## src/rtl/segxlt_pkg.sv

```systemverilog
package segxlt_pkg;
    parameter int SEG_NUM = 16;
    parameter int ADDR_W  = 32;
    parameter int LIM_W   = 20;
    parameter int PERM_W  = 3;
    localparam int SEG_W  = $clog2(SEG_NUM);
    localparam int CNT_W  = $clog2(SEG_NUM + 1);

    localparam int PERM_RD = 0;
    localparam int PERM_WR = 1;
    localparam int PERM_EX = 2;

    typedef struct packed {
        logic [ADDR_W-1:0] base;
        logic [LIM_W-1:0]  limit;
        logic [PERM_W-1:0] perm;
    } seg_entry_t;

    typedef enum logic [1:0] {
        TRAP_NONE  = 2'b00,
        TRAP_SEG   = 2'b01,
        TRAP_LIMIT = 2'b10,
        TRAP_PROT  = 2'b11
    } trap_e;

    typedef enum logic [1:0] {
        ACC_RD  = 2'b00,
        ACC_WR  = 2'b01,
        ACC_EX  = 2'b10,
        ACC_RSV = 2'b11
    } acc_e;
endpackage

```

## src/rtl/seg_table.sv

```systemverilog
module seg_table
    import segxlt_pkg::*;
(
    input  logic             clk,
    input  logic             rst_n,
    input  logic             wr_en,
    input  logic [SEG_W-1:0] wr_idx,
    input  seg_entry_t       wr_entry,
    input  logic             cnt_wr_en,
    input  logic [CNT_W-1:0] cnt_val,
    input  logic [SEG_W-1:0] rd_idx,
    output seg_entry_t       rd_entry,
    output logic [CNT_W-1:0] seg_count
);
    typedef struct packed {
        seg_entry_t [SEG_NUM-1:0] ent;
        logic [CNT_W-1:0]         cnt;
    } tbl_state_t;

    tbl_state_t tbl_d, tbl_q;

    always_comb begin
        tbl_d = tbl_q;
        if (wr_en)
            tbl_d.ent[wr_idx] = wr_entry;
        if (cnt_wr_en)
            tbl_d.cnt = cnt_val;
    end

    always_ff @(posedge clk or negedge rst_n) begin
        if (!rst_n)
            tbl_q <= '0;
        else
            tbl_q <= tbl_d;
    end

    // Reads come from the stored state, so a same-cycle write is not seen yet.
    assign rd_entry  = tbl_q.ent[rd_idx];
    assign seg_count = tbl_q.cnt;


    cnt_load_chk: assert property (@(posedge clk) disable iff (!rst_n)
        cnt_wr_en |=> seg_count == $past(cnt_val));


    ent_load_chk: assert property (@(posedge clk) disable iff (!rst_n)
        (wr_en && rd_idx == wr_idx) |=> ($past(rd_idx) != rd_idx) || rd_entry == $past(wr_entry));
endmodule

```

## src/rtl/seg_check.sv

```systemverilog
module seg_check
    import segxlt_pkg::*;
(
    input  seg_entry_t        entry,
    input  logic [SEG_W-1:0]  seg,
    input  logic [CNT_W-1:0]  count,
    input  logic [LIM_W-1:0]  off,
    input  acc_e              acc,
    output trap_e             trap,
    output logic [ADDR_W-1:0] paddr
);
    logic seg_ok;
    logic lim_ok;
    logic perm_ok;

    always_comb begin
        seg_ok = CNT_W'(seg) < count;
        lim_ok = off < entry.limit;
        unique case (acc)
            ACC_WR:  perm_ok = entry.perm[PERM_WR];
            ACC_EX:  perm_ok = entry.perm[PERM_EX];
            default: perm_ok = entry.perm[PERM_RD];
        endcase

        if (!seg_ok)
            trap = TRAP_SEG;
        else if (!lim_ok)
            trap = TRAP_LIMIT;
        else if (!perm_ok)
            trap = TRAP_PROT;
        else
            trap = TRAP_NONE;

        paddr = entry.base + ADDR_W'(off);
    end
endmodule

```

## src/rtl/seg_xlate_unit.sv

```systemverilog
module seg_xlate_unit
    import segxlt_pkg::*;
(
    input  logic        clk,
    input  logic        rst_n,
    input  logic        wr_en,
    input  logic [3:0]  wr_idx,
    input  logic [31:0] wr_base,
    input  logic [19:0] wr_limit,
    input  logic [2:0]  wr_perm,
    input  logic        cnt_wr_en,
    input  logic [4:0]  cnt_val,
    input  logic        lk_valid,
    input  logic [3:0]  lk_seg,
    input  logic [19:0] lk_off,
    input  logic [1:0]  lk_acc,
    output logic        out_valid,
    output logic [31:0] out_paddr,
    output logic [1:0]  out_trap
);
    typedef struct packed {
        logic              valid;
        logic [ADDR_W-1:0] paddr;
        trap_e             trap;
    } res_state_t;

    res_state_t res_d, res_q;

    seg_entry_t        wr_entry;
    seg_entry_t        rd_entry;
    logic [CNT_W-1:0]  seg_count;
    trap_e             chk_trap;
    logic [ADDR_W-1:0] chk_paddr;

    assign wr_entry = '{base: wr_base, limit: wr_limit, perm: wr_perm};

    seg_table u_table (
        .clk       (clk),
        .rst_n     (rst_n),
        .wr_en     (wr_en),
        .wr_idx    (wr_idx),
        .wr_entry  (wr_entry),
        .cnt_wr_en (cnt_wr_en),
        .cnt_val   (cnt_val),
        .rd_idx    (lk_seg),
        .rd_entry  (rd_entry),
        .seg_count (seg_count)
    );

    seg_check u_check (
        .entry (rd_entry),
        .seg   (lk_seg),
        .count (seg_count),
        .off   (lk_off),
        .acc   (acc_e'(lk_acc)),
        .trap  (chk_trap),
        .paddr (chk_paddr)
    );

    always_comb begin
        res_d       = '0;
        res_d.valid = lk_valid;
        res_d.trap  = TRAP_NONE;
        if (lk_valid) begin
            res_d.trap = chk_trap;
            if (chk_trap == TRAP_NONE)
                res_d.paddr = chk_paddr;
        end
    end

    always_ff @(posedge clk or negedge rst_n) begin
        if (!rst_n)
            res_q <= '0;
        else
            res_q <= res_d;
    end

    assign out_valid = res_q.valid;
    assign out_paddr = res_q.paddr;
    assign out_trap  = res_q.trap;


    valid_follow_chk: assert property (@(posedge clk) disable iff (!rst_n)
        lk_valid |=> out_valid);


    idle_quiet_chk: assert property (@(posedge clk) disable iff (!rst_n)
        !lk_valid |=> (!out_valid && out_trap == 2'b00 && out_paddr == '0));


    trap_zero_addr_chk: assert property (@(posedge clk) disable iff (!rst_n)
        out_trap != 2'b00 |-> out_paddr == '0);


    illegal_seg_first_chk: assert property (@(posedge clk) disable iff (!rst_n)
        (lk_valid && CNT_W'(lk_seg) >= seg_count) |=> out_trap == 2'b01);
endmodule

```

## config.mk

```make
export PLATFORM = sky130hd
export DESIGN_NAME = seg_xlate_unit
export DESIGN_NICKNAME = d
export VERILOG_FILES = /design/src/rtl/segxlt_pkg.sv /design/src/rtl/seg_table.sv /design/src/rtl/seg_check.sv /design/src/rtl/seg_xlate_unit.sv
export SDC_FILE = /design/constraint.sdc
export NUM_CORES = 1
export LEC_CHECK = 0
export BUFFER_PORTS_ARGS = -buffer_cell sky130_fd_sc_hd__buf_2
export CELL_PAD_IN_SITES_DETAIL_PLACEMENT = 2
export CELL_PAD_IN_SITES_GLOBAL_PLACEMENT = 2
export CORE_MARGIN = 4
export CORE_UTILIZATION = 40
export CTS_CLUSTER_SIZE = 16
export DETAILED_ROUTE_END_ITERATION = 6
export MAX_ROUTING_LAYER = met4
export PLACE_DENSITY = 0.82
export SKIP_CTS_REPAIR_TIMING = 1
export SLEW_MARGIN = 10
export SYNTH_ARGS = -nofsm -noshare
export SYNTH_HDL_FRONTEND = slang
export SYNTH_SLANG_ARGS = --single-unit
```

## constraint.sdc

```tcl
create_clock -name clk -period 4.8 [get_ports clk]
set_input_delay 0.72 -clock clk [delete_from_list [all_inputs] [get_ports clk]]
set_output_delay 0.72 -clock clk [all_outputs]
set_load 0.01 [all_outputs]
```

==> impl_metrics.tcl <==
set metrics [dict create \
    run_status "completed" \
    slowest_stage "or4_1" \
    drt_iter0_markers 2143 \
    required_ns 5.42 \
    ir_drop_uv 259.9 \
    wl_met1_mm 60.13 \
    dp_hpwl_mm 88.37 \
    synth-seq-area-share_pct 54.23 \
    overflow 0 \
    dr_wl_met2_mm 78.91 \
    postSynthAreaPerCell_sq_um 16.01 \
    wl_per_cell_um 35.80 \
    final_cells 4281 \
    start_kind "input pin" \
    grt_pass1_vias 30728 \
    r2r_end "out_paddr[30]" \
    crit_path_end "out_paddr[30]" \
    dieHeight_um 333.8 \
    rr_worst_depth 12 \
    syn_inst 2652 \
    slowest_delay_ns 0.58 \
    pin_count 130 \
    synth-main-ff-cell "dfrtp_1" \
    synth-xor-area-share_pct 0.3507 \
    nFillCells 9544 \
    critPathTopFamily "simple AND/OR/NAND/NOR gates" \
    maxSlewHeadroom_pct 18.39 \
    synth_top_family_by_area "multiplexers" \
    skew_ns 0.04026 \
    maxSlewViolCount 0 \
    crit_chain "buf_8 > buf_4 > mux4_2 > mux4_2 > inv_1 > ha_1 > nand4_1 > nor3_1 > a22oi_1 > a32oi_1 > or4_1 > buf_12 > or4_1 > nand2_1" \
    top_layer "met4" \
    core_area_sq_um 105300 \
    drc 0 \
    r2r_start "u_table.tbl_q[840]" \
    cap_violations 0 \
    setup_ws_ns 0.2767 \
    cts.path.max_buffers 3 \
    fp.dieW_um 333.8 \
    cts_max_level 3 \
    syn_to_final_growth_pct 15.01 \
    path_max_fanout 27 \
    holdCritPathClass "input pin to async pin" \
    fin_crit_sh_pct 94.24 \
    max_freq_mhz 221.1 \
    grt_first_pass_wirelength_mm 224.8 \
    io_buffers 129 \
    fin_nets 2938 \
    clk_latency_ns 0.70 \
    routed_wl_mm 153.3 \
    start_util_pct 40.33 \
    netlist_area_sq_um 42450 \
    yosysUniqueCellTypes 60 \
    cts_buffers 101 \
    cts_root_buf "clkbuf_16" \
    drive_above_1_share_pct 53.67 \
    hold_viol_final 0 \
    cp-startpoint "lk_seg[0]" \
    synth-compound-area-share_pct 1.692 \
    vias_per_cell 6.100 \
    critPathKind "input pin to register" \
    power_leakage_nw 21.14 \
    fp.dieArea_sq_um 111400 \
    yosys_warnings 0 \
    path_buf_inv 4 \
    drtPass1Iterations 7 \
    synthAdderAreaFrac_pct 1.344 \
    wl_met3_mm 8.165 \
    tightest_slew_ns 1.221 \
    antenna_found_initial 22 \
    r2r_setup_slack_ns 0.47 \
    clkSinkCount 920 \
    clk_pin_slew_ns 0.06 \
    postPlaceCellArea_sq_um 45420 \
    gp_congestion 0.8188 \
    synth-seq-cells 920 \
    end_kind "register" \
    cp.depth 14 \
    pre_cts_slack_ns -0.2729 \
    synth-async-reset-ratio_pct 100.0 \
    synth_edf_count 0 \
    syn-num-nets 2792 \
    grt_util_all_layers_pct 28.14 \
    ant_nets 0 \
    cts_tree "done" \
    rsz0062_at_grt "false" \
    setup_viol 0 \
    dp_cells 4086 \
    period_minus_slack_ns 4.523 \
    synthSimpleGateAreaFrac_pct 1.780 \
    num_rows 119 \
    stdcell_area_sq_um 48820 \
    muxShareOfSynthArea_pct 38.03 \
    worstPathArrival_ns 5.14 \
    vias 26116 \
    powerDensity_nw_per_um2 493.1 \
    grt_start_max_net_pins 144 \
    whs_ns 0.1517 \
]
layer usage:
metal / up-vias / global-route usage, %
met5: - / -
met4: 0 / 11.63
met3: 341 / 5.702
met2: 969 / 47.64
met1: 14574 / 32.85
li1: 10232 / -
worst reg2reg max path: cells and delay by family, from the launching register on:
family | cells | cell delay, ns
flip-flops | 1 | 0.42
AO/OA/AOI/OAI | 4 | 1.03
adder cells (fa/ha/maj) | 1 | 0.26
buffers and inverters | 2 | 0.29
multiplexers | 2 | 1.01
AND/OR/NAND/NOR | 3 | 1.26
cells in the final DEF (no fill, tap or decap), types with 7 or more instances in the layout:
cell type,Yosys,layout
a21o_1,7,7
a21oi_1,17,17
a22oi_1,9,9
a31oi_1,7,7
buf_12,5,30
buf_2,24,124
buf_4,8,97
bufinv_16,0,8
clkbuf_1,161,23
clkbuf_16,0,104
clkbuf_8,0,21
clkinv_2,0,18
dfrtp_1,920,920
diode_2,0,15
ha_1,44,41
inv_1,38,38
mux2_2,883,883
mux2i_1,16,16
mux4_1,37,37
mux4_2,224,224
nand2_1,32,31
nand3_1,12,12
nor2_1,48,39
nor2_4,0,9
nor3_1,9,9
o21ai_0,25,24
or3_1,11,10
xor2_1,11,11
kinds of logic after synthesis:
group | count (synthesis)
multiplexers | 1161
AND/OR/NAND/NOR | 154
XOR/XNOR | 17
adder cells (fa/ha/maj) | 45
AO/OA/AOI/OAI | 106
buffers and inverters | 249
flip-flops | 920
synth_stat cells, drive strengths merged (3+ instances only):
cell	instances	area [sq um]
mux2	883	9943
xnor2	6	52.55
o21bai	3	22.52
buf	50	344.1
mux2i	16	160.2
mux4	262	6042
nand2	32	120.1
nand2b	8	50.05
a211oi	6	45.04
nand3b	6	45.04
o31ai	3	22.52
o2111a	3	33.78
nand3	12	60.06
a21o	7	52.55
ha	44	550.5
and2	5	31.28
a31oi	7	43.79
or4	3	22.52
o21ai	25	125.1
or3	11	68.82
nand4	6	37.54
nor3	9	45.04
nor2	48	180.2
nor2b	6	37.54
a22oi	9	67.56
dfrtp	920	23020
o21a	4	30.03
xor2	11	96.34
a21oi	18	93.84
clkbuf	161	604.3
inv	38	142.6
o211ai	5	37.54
state kept, by name (all words and copies together), names as in the netlist:
| name | flops |
|---|---|
| u_table.tbl_q | 880 |
| out_paddr | 32 |
| u_table.seg_count | 5 |
| out_trap | 2 |
| out_valid | 1 |
layout make-up:
| cell class | count | area, sq um | area share, % |
|---|---|---|---|
| diodes | 15 | 37.54 | 0.07688 |
| clock buffers | 148 | 2978 | 6.099 |
| clock inverters | 32 | 389.1 | 0.7970 |
| inverters | 38 | 142.6 | 0.2922 |
| multi-input cells | 1483 | 18520 | 37.93 |
| flip-flops and latches | 920 | 23020 | 47.15 |
| well taps | 1391 | 1740 | 3.565 |
| repair buffers | 254 | 1994 | 4.085 |
where the power goes:
part,switching (W),internal [W]
clock,0.00340,0.00471
combinational,0.00243,0.00276
sequential,0.00124,0.00952
how the worst min path moves through the flow:
stage                            start            endpoint  slack, ns  depth (start not counted)
global placement    u_table.tbl_q[109]  u_table.tbl_q[109]       0.48                          1
detailed placement  u_table.tbl_q[118]  u_table.tbl_q[118]       0.49                          1
global route                  lk_valid           out_valid       0.16                          1
floorplan                        rst_n        out_paddr[0]       0.42                          0
CTS                           lk_valid           out_valid       0.15                          1
finish                           rst_n   u_table.tbl_q[55]       0.15                          1
through the flow:
| step | util (%) | setup TNS (ns) | total power, W |
|---|---|---|---|
| 2_1_floorplan | - | -0.007416 | 0.01357 |
| 3_3_place_gp | 43.15 | 0 | 0.01476 |
| 3_5_place_dp | 43.15 | -5.885 | 0.01559 |
| 4_1_cts | 46.34 | 0 | 0.02414 |
| 5_1_grt | 46.38 | 0 | 0.02496 |
| 6_report | 46.38 | 0 | 0.02407 |
Note: power is estimated with default switching activity, not from simulation.
